**config.mk**
```make
export PLATFORM = sky130hd
export DESIGN_NAME = uart_regfile
export DESIGN_NICKNAME = d
export VERILOG_FILES = /design/src/rtl/uart_regs_pkg.sv /design/src/rtl/uart_ctrl_regs.sv /design/src/rtl/uart_stat_flags.sv /design/src/rtl/uart_irq_gen.sv /design/src/rtl/uart_regfile.sv
export SDC_FILE = /design/constraint.sdc
export NUM_CORES = 1
export LEC_CHECK = 0
export BUFFER_PORTS_ARGS = -buffer_cell sky130_fd_sc_hd__buf_2
export CAP_MARGIN = 30
export CORE_MARGIN = 1.5
export CORE_UTILIZATION = 36
export CTS_CLUSTER_SIZE = 14
export DETAILED_ROUTE_END_ITERATION = 12
export GPL_TIMING_DRIVEN = 0
export SLEW_MARGIN = 20
export SYNTH_ARGS = -nofsm -noshare
export SYNTH_HDL_FRONTEND = slang
export SYNTH_SLANG_ARGS = --single-unit
```
**constraint.sdc**
```tcl
create_clock -name clk -period 2.2 [get_ports clk]
set_input_delay 0.11 -clock clk [delete_from_list [all_inputs] [get_ports clk]]
set_output_delay 0.11 -clock clk [all_outputs]
set_load 0.01 [all_outputs]
```
**src/rtl/uart_regs_pkg.sv**
```systemverilog
package uart_regs_pkg;

    localparam int DATA_W  = 8;
    localparam int ADDR_W  = 2;
    localparam int IRQ_SRC = 4;

    typedef enum logic [ADDR_W-1:0] {
        A_DATA  = 2'd0,
        A_CTRL1 = 2'd1,
        A_CTRL2 = 2'd2,
        A_STAT  = 2'd3
    } reg_addr_e;

    // Field order fixes the status byte bits 7..1.
    typedef struct packed {
        logic tx_empty;
        logic tx_done;
        logic rx_full;
        logic rx_idle;
        logic overrun;
        logic noise;
        logic frame_err;
    } stat_t;

    // Field order fixes the control-2 byte bits 7..0.
    typedef struct packed {
        logic brk;
        logic standby;
        logic rx_en;
        logic tx_en;
        logic idle_ie;
        logic rx_ie;
        logic txc_ie;
        logic tx_ie;
    } ctrl2_t;

    typedef struct packed {
        logic wake_addr;
        logic char9;
        logic tx9;
    } ctrl1_t;

    localparam stat_t STAT_RST = '{tx_empty: 1'b1, tx_done: 1'b1, default: 1'b0};

    function automatic logic [DATA_W-1:0] stat_byte(input stat_t s);
        return {s, 1'b0};
    endfunction

    function automatic logic [DATA_W-1:0] ctrl1_byte(input ctrl1_t c, input logic rx9);
        return {4'b0000, c, rx9};
    endfunction

endpackage

```
**src/rtl/uart_ctrl_regs.sv**
```systemverilog
module uart_ctrl_regs
    import uart_regs_pkg::*;
(
    input  logic              clk,
    input  logic              rst,
    input  logic              wr_ctrl1,
    input  logic              wr_ctrl2,
    input  logic              wr_data,
    input  logic [DATA_W-1:0] wdata,
    output ctrl1_t            c1,
    output ctrl2_t            c2,
    output logic [DATA_W-1:0] tx_data
);

    always_ff @(posedge clk) begin
        if (rst) begin
            c1      <= '0;
            c2      <= '0;
            tx_data <= '0;
        end else begin
            if (wr_ctrl1) c1 <= ctrl1_t'(wdata[3:1]);
            if (wr_ctrl2) c2 <= ctrl2_t'(wdata);
            if (wr_data)  tx_data <= wdata;
        end
    end

    p_ctrl2_wr_r2: assert property (@(posedge clk) disable iff (rst)
        wr_ctrl2 |=> c2 == $past(wdata));

endmodule

```
**src/rtl/uart_stat_flags.sv**
```systemverilog
module uart_stat_flags
    import uart_regs_pkg::*;
(
    input  logic              clk,
    input  logic              rst,
    input  logic              st_rd,
    input  logic              dat_rd,
    input  logic              dat_wr,
    input  logic              any_acc,
    input  logic              rx_en,
    input  logic              tx_load_ev,
    input  logic              tx_idle_ev,
    input  logic              rx_done_ev,
    input  logic [DATA_W-1:0] rx_word,
    input  logic              rx_bit8,
    input  logic              rx_noise,
    input  logic              rx_ferr,
    input  logic              rx_idle_ev,
    output stat_t             flags,
    output logic [DATA_W-1:0] rx_data,
    output logic              rx9
);

    stat_t arm;
    stat_t clr;
    stat_t set;
    stat_t flags_n;
    logic  full_eff;
    logic  rx_take;
    logic  store;
    logic  ovr;

    always_comb begin
        clr           = '0;
        clr.tx_empty  = dat_wr & arm.tx_empty;
        clr.tx_done   = dat_wr & arm.tx_done;
        clr.rx_full   = dat_rd & arm.rx_full;
        clr.rx_idle   = dat_rd & arm.rx_idle;
        clr.overrun   = dat_rd & arm.overrun;
        clr.noise     = dat_rd & arm.noise;
        clr.frame_err = dat_rd & arm.frame_err;

        full_eff = flags.rx_full & ~clr.rx_full;
        rx_take  = rx_done_ev & rx_en;
        store    = rx_take & ~full_eff;
        ovr      = rx_take & full_eff;

        set           = '0;
        set.tx_empty  = tx_load_ev;
        set.tx_done   = tx_idle_ev;
        set.rx_full   = store;
        set.rx_idle   = rx_idle_ev & rx_en;
        set.overrun   = ovr;
        set.noise     = store & rx_noise;
        set.frame_err = store & rx_ferr;

        flags_n = (flags & ~clr) | set;
    end

    always_ff @(posedge clk) begin
        if (rst) begin
            flags   <= STAT_RST;
            arm     <= '0;
            rx_data <= '0;
            rx9     <= 1'b0;
        end else begin
            flags <= flags_n;
            if (st_rd)        arm <= flags;
            else if (any_acc) arm <= '0;
            if (store) begin
                rx_data <= rx_word;
                rx9     <= rx_bit8;
            end
        end
    end

    p_ovr_keeps_data_r7: assert property (@(posedge clk) disable iff (rst)
        (rx_done_ev && rx_en && flags.rx_full && !dat_rd) |=> ($stable(rx_data) && flags.overrun));

    p_ovr_no_ferr_r7: assert property (@(posedge clk) disable iff (rst)
        (rx_done_ev && rx_en && flags.rx_full && !dat_rd && !flags.frame_err) |=> !flags.frame_err);

    p_rx_off_r8: assert property (@(posedge clk) disable iff (rst)
        !rx_en |=> (!$rose(flags.rx_full) && !$rose(flags.rx_idle)));

    p_txe_hold_r3: assert property (@(posedge clk) disable iff (rst)
        (flags.tx_empty && !dat_wr) |=> flags.tx_empty);

    p_rxf_fall_r4: assert property (@(posedge clk) disable iff (rst)
        $fell(flags.rx_full) |-> $past(dat_rd));

endmodule

```
**src/rtl/uart_irq_gen.sv**
```systemverilog
module uart_irq_gen
    import uart_regs_pkg::*;
(
    input  logic   clk,
    input  logic   rst,
    input  stat_t  flags,
    input  ctrl2_t c2,
    output logic   irq
);

    logic [IRQ_SRC-1:0] src;
    logic [IRQ_SRC-1:0] ena;
    logic [IRQ_SRC-1:0] hit;

    always_comb begin
        src[0] = flags.tx_empty;
        src[1] = flags.tx_done;
        src[2] = flags.rx_full | flags.overrun;
        src[3] = flags.rx_idle;
        ena[0] = c2.tx_ie;
        ena[1] = c2.txc_ie;
        ena[2] = c2.rx_ie   & c2.rx_en;
        ena[3] = c2.idle_ie & c2.rx_en;
    end

    for (genvar i = 0; i < IRQ_SRC; i++) begin : g_src
        assign hit[i] = src[i] & ena[i];
    end

    always_ff @(posedge clk) begin
        if (rst) irq <= 1'b0;
        else     irq <= |hit;
    end

    p_irq_reset_r1: assert property (@(posedge clk) disable iff (rst)
        $past(rst) |-> !irq);

    p_irq_masked_r9: assert property (@(posedge clk) disable iff (rst)
        ($past(c2.tx_ie) == 1'b0 && $past(c2.txc_ie) == 1'b0 &&
         $past(c2.rx_ie) == 1'b0 && $past(c2.idle_ie) == 1'b0) |-> !irq);

endmodule

```
**src/rtl/uart_regfile.sv**
```systemverilog
module uart_regfile
    import uart_regs_pkg::*;
(
    input  logic              clk,
    input  logic              rst,
    input  logic [ADDR_W-1:0] bus_addr,
    input  logic              bus_wr,
    input  logic              bus_rd,
    input  logic [DATA_W-1:0] bus_wdata,
    output logic [DATA_W-1:0] bus_rdata,
    input  logic              tx_load_ev,
    input  logic              tx_idle_ev,
    input  logic              rx_done_ev,
    input  logic [DATA_W-1:0] rx_word,
    input  logic              rx_bit8,
    input  logic              rx_noise,
    input  logic              rx_ferr,
    input  logic              rx_idle_ev,
    output logic [DATA_W-1:0] tx_data,
    output logic              tx_bit8,
    output logic              char9,
    output logic              wake_addr,
    output logic              tx_en,
    output logic              rx_en,
    output logic              rx_standby,
    output logic              send_break,
    output logic              irq
);

    reg_addr_e         sel;
    ctrl1_t            c1;
    ctrl2_t            c2;
    stat_t             flags;
    logic [DATA_W-1:0] rx_data;
    logic              rx9;
    logic              st_rd;
    logic              dat_rd;
    logic              dat_wr;
    logic              any_acc;

    assign sel     = reg_addr_e'(bus_addr);
    assign st_rd   = bus_rd & (sel == A_STAT);
    assign dat_rd  = bus_rd & (sel == A_DATA);
    assign dat_wr  = bus_wr & (sel == A_DATA);
    assign any_acc = bus_rd | bus_wr;

    uart_ctrl_regs u_ctrl (
        .clk      (clk),
        .rst      (rst),
        .wr_ctrl1 (bus_wr & (sel == A_CTRL1)),
        .wr_ctrl2 (bus_wr & (sel == A_CTRL2)),
        .wr_data  (dat_wr),
        .wdata    (bus_wdata),
        .c1       (c1),
        .c2       (c2),
        .tx_data  (tx_data)
    );

    uart_stat_flags u_flags (
        .clk        (clk),
        .rst        (rst),
        .st_rd      (st_rd),
        .dat_rd     (dat_rd),
        .dat_wr     (dat_wr),
        .any_acc    (any_acc),
        .rx_en      (c2.rx_en),
        .tx_load_ev (tx_load_ev),
        .tx_idle_ev (tx_idle_ev),
        .rx_done_ev (rx_done_ev),
        .rx_word    (rx_word),
        .rx_bit8    (rx_bit8),
        .rx_noise   (rx_noise),
        .rx_ferr    (rx_ferr),
        .rx_idle_ev (rx_idle_ev),
        .flags      (flags),
        .rx_data    (rx_data),
        .rx9        (rx9)
    );

    uart_irq_gen u_irq (
        .clk   (clk),
        .rst   (rst),
        .flags (flags),
        .c2    (c2),
        .irq   (irq)
    );

    always_comb begin
        bus_rdata = '0;
        if (bus_rd) begin
            unique case (sel)
                A_DATA:  bus_rdata = rx_data;
                A_CTRL1: bus_rdata = ctrl1_byte(c1, rx9);
                A_CTRL2: bus_rdata = c2;
                A_STAT:  bus_rdata = stat_byte(flags);
                default: bus_rdata = '0;
            endcase
        end
    end

    assign tx_bit8    = c1.tx9;
    assign char9      = c1.char9;
    assign wake_addr  = c1.wake_addr;
    assign tx_en      = c2.tx_en;
    assign rx_en      = c2.rx_en;
    assign rx_standby = c2.standby;
    assign send_break = c2.brk;

    p_reset_stat_r1: assert property (@(posedge clk) disable iff (rst)
        $past(rst) |-> (flags == STAT_RST && c2 == '0));

    p_one_access_r2: assert property (@(posedge clk) disable iff (rst)
        !(bus_rd && bus_wr));

endmodule

```
[Yosys cells after proc, flatten, opt, wreduce, memory -nomap -nowiden]
Index checks and enable logic that the tools add are counted.
Storage, ports and cells
  register bits: 43
  input port bits: 29
  output and inout port bits: 24
  word-level logic and storage cells: 71
Cells by class
  bitwise operators: 32
  equality and inequality tests: 3
  reductions and logical operators: 3
  mux-type cells: 4
Operator list (count)
  $pmux 8 s4: 1
  $and 1x1->1: 25
  $mux 7: 2
  $mux 8: 1
  $and 7x7->7: 1
  $not 7->7: 1
  $or 7x7->7: 1
  $eq 2x2->1 const B: 2
  $reduce_or 4->1: 1
  $eq 2x1->1 const B: 1
  $logic_not 2->1: 1
  $not 1->1: 2
  $or 1x1->1: 2
  $reduce_bool 2->1: 1

[Logic depth before layout (Yosys ltp)]
Gate-level depths: netlist of the first run.
  depth after elaboration: 9
  mapped depth: 5
  depth with buffers taken out: 3

[Modules after synthesis]
Synthesis of the first run repeated with hierarchy kept, for this count alone.
Unflattened totals
  cell total of the unflattened synthesis: 206
  area total of the unflattened synthesis: 1944.4 um^2
Modules (own cells, without submodules)
  uart_stat_flags: instances 1, cells each 102, area an instance 915.9 um^2, sequential area each 460.4 um^2
  uart_ctrl_regs: instances 1, cells each 61, area an instance 686.9 um^2, sequential area each 380.4 um^2
  uart_regfile: instances 1, cells each 38, area an instance 295.3 um^2, sequential area each 0.0 um^2
  uart_irq_gen: instances 1, cells each 5, area an instance 46.3 um^2, sequential area each 20.0 um^2

[Worst setup path after synthesis of the first run]
OpenSTA, ideal clock, no wires.
  path type: register -> register
  start: register, netlist name u_ctrl.c2[5]
  end: register u_flags.rx9
  data required time: 2078 ps
  slack: 839 ps
  arrival: 1239 ps
  period minus slack after synthesis: 1361 ps
  stages on the path, launching flop included: 4
  buffers on the path: 1
  cells stage by stage: dfxtp_1 -> nand2_2 -> clkbuf_1 -> a311o_1
Between the ends
  word-level cells in the longest chain between the ends: 2
Ends and longest elaborated chain
  $and 1x1->1: line uart_stat_flags.sv:44  | rx_take = rx_done_ev & rx_en;
  $and 1x1->1: line uart_stat_flags.sv:45  | store = rx_take & ~full_eff;
  end signal, assigned: line uart_stat_flags.sv:72  | rx9 <= rx_bit8;
  end, declared: line uart_stat_flags.sv:21  | output logic rx9
No other way between the ends.
A chain may end at the register's enable or synchronous reset.

[Final worst setup path of the first run]
  start: register, netlist name u_flags.flags[4]
  end: output port bus_rdata[5]
Between the ends
  word-level cells in the longest chain between the ends: 2
Ends and longest elaborated chain
  $pmux 8 s4: line uart_regfile.sv:91  | unique case (sel)
  $mux 8: line uart_regfile.sv:90  | if (bus_rd) begin
  end, declared: line uart_regfile.sv:10  | output logic [DATA_W-1:0] bus_rdata,
No other way between the ends.

==> results of run 1 <==
[critical path, delay by kind of cell (launching register included)]
| family | cells | cell delay, ns |
|---|---|---|
| flops | 1 | 0.45 |
| compound gates | 1 | 0.09 |
| simple gates | 2 | 0.24 |
| buf+inv | 2 | 0.53 |
[final timing paths]
check                                  startpoint                  to  slack (ns)  cells after the start
worst max-delay path             u_flags.flags[4]        bus_rdata[5]        0.49                      5
worst min-delay path                      rx_ferr    u_flags.flags[0]        0.04                      2
worst max register to register       u_ctrl.c2[5]  u_flags.rx_data[2]        0.58                      3
worst min register to register  u_ctrl.tx_data[1]   u_ctrl.tx_data[1]        0.49                      2
[kinds of logic after synthesis]
| group | Yosys count | share of synthesized area (%) |
|---|---|---|
| flip-flops | 43 | 41.2 |
| AND/OR/NAND/NOR | 71 | 17.0 |
| multiplexers | 27 | 14.9 |
| buffers and inverters | 34 | 7.31 |
| AO/OA/AOI/OAI | 45 | 19.6 |
[per-layer routing]
metal | track usage (%) | up-vias | share of wire [%]
li1 | - | 908 | -
met1 | 23.4 | 867 | 49
met2 | 27.1 | 49 | 45
met3 | 3.10 | 9 | 3.8
met4 | 6.32 | 0 | 1.9
met5 | 0 | - | 0
[layout make-up]
type	count	area, um^2	area share (%)
timing repair buffer	51	265	10.5
inverter	14	52.6	2.08
clock inverter	1	5.00	0.198
clock buffer	7	76.3	3.02
multi-input combinational	143	1070	42.6
buffer	20	100	3.96
sequential	43	861	34.1
tap	72	90.1	3.57
[power breakdown]
group | switching (uW) | leakage [uW] | total (uW) | internal, uW
clock network | 260 | 0.0000422 | 484 | 223
logic | 95.5 | 0.000696 | 168 | 72.5
registers | 14.4 | 0.000348 | 810 | 796
total | 370 | 0.00109 | 1460 | 1090
[sequential cells by signal (all words and copies together) (netlist names)]
| name | count |
|---|---|
| u_flags.rx_data | 8 |
| u_irq.irq | 1 |
| u_flags.flags | 7 |
| u_flags.rx9 | 1 |
| u_flags.arm | 7 |
| u_ctrl.c1 | 3 |
| u_ctrl.tx_data | 8 |
| u_ctrl.c2 | 8 |
[repair_timing]
item | 4_1_cts | 5_1_grt
hold endpoints to repair | 1 | 1
hold buffers | 1 | 1
endpoints found under the setup margin | 0 | 0
[through the flow]
stage	cells	util, %
finish	351	45.6
global placement	341	43.7
detailed placement	341	43.7
global route	351	45.6
CTS	350	45.4
floorplan	220	-
[synth_stat cells, types with 3 or more instances]
library cell / n
nor3_1: 9
buf_2: 8
a2111oi_2: 7
clkbuf_1: 10
a22oi_1: 10
nor2_1: 29
dfxtp_1: 43
inv_1: 12
mux2i_1: 22
nand3_1: 4
a31oi_1: 3
mux4_2: 3
a21oi_1: 3
nand2_1: 12
nand3b_1: 3
a311o_1: 9
o21ai_1: 3
and2_1: 7
==> results.yml, run 1 <==
outcome:
  status: "complete, no violations"
power:
  ir_worst_vdd_mv: 0.318
  p_total_uw: 1460
  p_leak_uw: 0.00109
  power-per-cell-area_nw_per_um2: 579
placement:
  place_congestion: 0.760
  pre_cts_slack_ns: 0.573
  port_buffers: 49
  dpl_cell_area_um2: 2420
  place_hpwl_um: 3950
worst_setup_path:
  path_class: "flip-flop to primary output"
  worstPathArrival_ns: 1.60
  cp-end-kind: "primary output"
  startpoint_type: "flip-flop"
  worst_path_max_delay_cell: "dfxtp_1"
  cp_max_fo: 10
  cp_slowest_stage_delay_ns: 0.45
  path_cells: "clkbuf_1, nand3_1, o21ai_1, and2_1, buf_2"
  critical_path_required_ns: 2.09
yosys:
  synthesis.nets: 249
  synth-async-reset-ratio_pct: 0
  synth_seq_cells: 43
  synth_top_area_share_pct: 41.2
  seq_area_frac_synth_pct: 41.2
  synthFlopType: "dfxtp_1"
  synth_area_per_cell_um2: 9.49
  ys_types: 33
  synthTopCellsByArea: "dfxtp_1 (41%), mux2i_1 (11%), nor2_1 (5.2%)"
  yosys_warnings: 0
  synth_area_leader_cell: "dfxtp_1"
  synth_cells: 220
  synthesis.area_um2: 2090
  synth-edff-count: 0
grt:
  grt_pass1_vias: 1665
  grt_pass1_wl_um: 8290
  grt_max_degree: 13
  grt.overflow.total: 0
  antenna_found_initial: 0
  track_usage_pct: 17.2
cts:
  cts_max_path_buffers: 2
  cts_root_buffer: "clkbuf_8"
  tritoncts: "done"
  cts.repair.resized: 0
  cts.sink_count: 43
  postCtsSetupRepairBufs: 0
  clk_pin_slew_worst_paths_ns: 0.08
  cts_inserted_buffers: 5
  h-tree-depth: 2
  clock_latency_ns: 0.29
routing:
  dr_total_vias: 1833
  wire_per_inst_um: 14.9
  vias_per_cell: 5.22
  ant_nets: 0
  drc: 0
  first_pass_iters: 4
  drt_iter0_drc: 95
  wl_um: 5220
finish:
  layout_commonest_cell: "buf_2"
  drive_gt1_share_pct: 28.7
  diodes: 0
  fill_cells: 582
  final_area_um2: 2520
  final_nets: 307
  synthToLayoutAreaGrowth_pct: 20.9
  layout_common_cells: "buf_2 (57), dfxtp_1 (43), nor2_1 (29)"
floorplan:
  fp.dieArea_um2: 6270
  num_rows: 27
  io_pins: 53
  start_util_pct: 37.7
  coreArea_um2: 5540
  fp.dieH_um: 79.2
  fp.dieW_um: 79.2
sta:
  finClkSkew_ns: 0.00523
  fmax_mhz: 584
  post-route-min-period_ns: 1.71
  setup_viol: 0
  fin_crit_sh_pct: 77.8
  setup_ws_ns: 0.487
  worst_pin_slew_ns: 0.535
  maxSlewViolCount: 0
  finalSetupTns_ns: 0
  whs_ns: 0.0387
  hold_violations: 0
  relSlewSlack_pct: 64.3
  rsz0062_at_grt: "no"
worst_hold_path:
  hp-class: "primary input to flip-flop"
job:
  max-cap-violations: 0
(Power assumes the default switching activity.)
==> inputs of run 2 (changes only) <==
==> constraint.sdc (replaced) <==
create_clock -name clk -period 1.64 [get_ports clk]
set_input_delay 0.082 -clock clk [delete_from_list [all_inputs] [get_ports clk]]
set_output_delay 0.082 -clock clk [all_outputs]
set_load 0.01 [all_outputs]
==> results.yml, run 2 (same netlist as run 1, synthesis figures left out) <==
worst_setup_path:
  r2r-end: "u_flags.flags[1]"
  path_cells: "clkbuf_2, nand3_1, o21ai_1, and2_1, buf_2"
  critical_path_required_ns: 1.56
  reg2regPathDepth: 4
  cp_max_fo: 10
  reg2reg_from: "u_ctrl.c2[5]"
  worst_path_max_delay_cell: "dfxtp_1"
  startpoint_type: "flip-flop"
  cp_slowest_stage_delay_ns: 0.45
  path_class: "flip-flop to primary output"
  worstPathArrival_ns: 1.45
  cp-end-kind: "primary output"
  reg2reg_slack_ns: 0.15
finish:
  top_regs: "u_ctrl.c2: 8 flops, u_ctrl.tx_data: 8 flops, u_flags.rx_data: 8 flops"
  final_nets: 307
  diodes: 0
  fill_cells: 581
  synthToLayoutAreaGrowth_pct: 21.0
  layout_commonest_cell: "buf_2"
  drive_gt1_share_pct: 29.4
  layout_common_cells: "buf_2 (57), dfxtp_1 (42), nor2_1 (29)"
cts:
  tritoncts: "done"
  h-tree-depth: 2
  clock_latency_ns: 0.29
  cts_root_buffer: "clkbuf_8"
  clk_pin_slew_worst_paths_ns: 0.08
  cts.sink_count: 43
  cts_inserted_buffers: 5
  postCtsSetupRepairBufs: 0
  cts_max_path_buffers: 2
grt:
  track_usage_pct: 17.2
  grt_pass1_wl_um: 8290
  antenna_found_initial: 0
  grt_pass1_vias: 1665
  grt.overflow.total: 0
  grt_max_degree: 13
power:
  p_leak_uw: 0.00109
  ir_worst_vdd_mv: 0.427
  power-per-cell-area_nw_per_um2: 776
floorplan:
  coreArea_um2: 5540
  fp.dieH_um: 79.2
  start_util_pct: 37.7
  io_pins: 53
  fp.dieArea_um2: 6270
  num_rows: 27
  fp.dieW_um: 79.2
worst_hold_path:
  hold-path-cell-count: 2
  hp-class: "primary input to flip-flop"
  hold_end: "u_flags.flags[0]"
  min-delay-start: "rx_ferr"
routing:
  drt_iter0_drc: 98
  ant_nets: 0
  dr_total_vias: 1830
  vias_per_cell: 5.21
  wl_um: 5230
  drc: 0
  first_pass_iters: 4
  wire_per_inst_um: 14.9
sta:
  relSlewSlack_pct: 64.8
  post-route-min-period_ns: 1.53
  maxSlewViolCount: 0
  finalSetupTns_ns: 0
  setup_viol: 0
  rsz0062_at_grt: "no"
  fmax_mhz: 654
  hold_violations: 0
  setup_ws_ns: 0.111
  worst_pin_slew_ns: 0.528
  finClkSkew_ns: 0.00471
  fin_crit_sh_pct: 93.2
placement:
  place_congestion: 0.760
  pre_cts_slack_ns: 0.0127
  place_hpwl_um: 3950
  port_buffers: 49
job:
  max-cap-violations: 0
outcome:
  status: "complete, no violations"
-- run 2: power by group --
group          switching [uW]  total [uW]  internal, uW
sequential               19.4        1090          1070
combinational             128         226          97.4
clock                     349         648           299
total                     497        1960          1460
-- run 2: worst max path at each step --
stage	start	to	slack (ns)	depth (start not counted)
2_1_floorplan	u_ctrl.c2[5]	u_flags.rx9	0.28	3
3_3_place_gp	u_ctrl.c2[5]	u_flags.rx_data[4]	0.04	3
3_5_place_dp	u_ctrl.c2[5]	u_flags.rx9	0.01	3
4_1_cts	u_flags.flags[4]	bus_rdata[5]	0.11	5
5_1_grt	u_flags.flags[4]	bus_rdata[5]	0.008	5
6_report	u_flags.flags[4]	bus_rdata[5]	0.11	5
-- run 2: through the flow --
| step | util (%) | cells | hold slack, ns | instance area [um^2] | total power, uW |
|---|---|---|---|---|---|
| floorplan | - | 220 | 0.176 | 2090 | 1240 |
| global placement | 43.7 | 341 | 0.268 | 2420 | 1330 |
| detailed placement | 43.7 | 341 | 0.268 | 2420 | 1330 |
| CTS | 45.6 | 351 | 0.00952 | 2530 | 1980 |
| global route | 45.6 | 351 | 0.00237 | 2530 | 2050 |
| finish | 45.6 | 351 | 0.0107 | 2530 | 1960 |
-- run 2: worst max-delay path, delay by kind of cell, from the launching register on --
family,cells,cell delay [ns]
buf+inv,2,0.41
simple gates,2,0.22
flops,1,0.45
compound gates,1,0.07
-- run 2: repair_timing --
action	CTS	global route
gates resized for setup	2	0
endpoints found under the hold margin	2	0
endpoints found under the setup margin	2	0
hold buffers	2	0
-- run 2: cell type report --
type	instances	area [um^2]	share of cell area, %
Inverter	14	52.6	2.08
Timing Repair Buffer	51	265	10.5
Multi-Input combinational cell	143	1070	42.5
Clock inverter	1	5.00	0.198
Tap cell	72	90.1	3.56
Buffer	20	101	4.01
Sequential cell	43	862	34.1
Clock buffer	7	76.3	3.02
-- run 2: per-layer routing --
layer  track usage, %  vias to the layer above  part of all wire (%)
li1                 -                      908                     -
met1             23.4                      863                    49
met2             27.1                       50                    45
met3             3.10                        9                   3.7
met4             6.32                        0                   1.9
met5                0                        -                     0
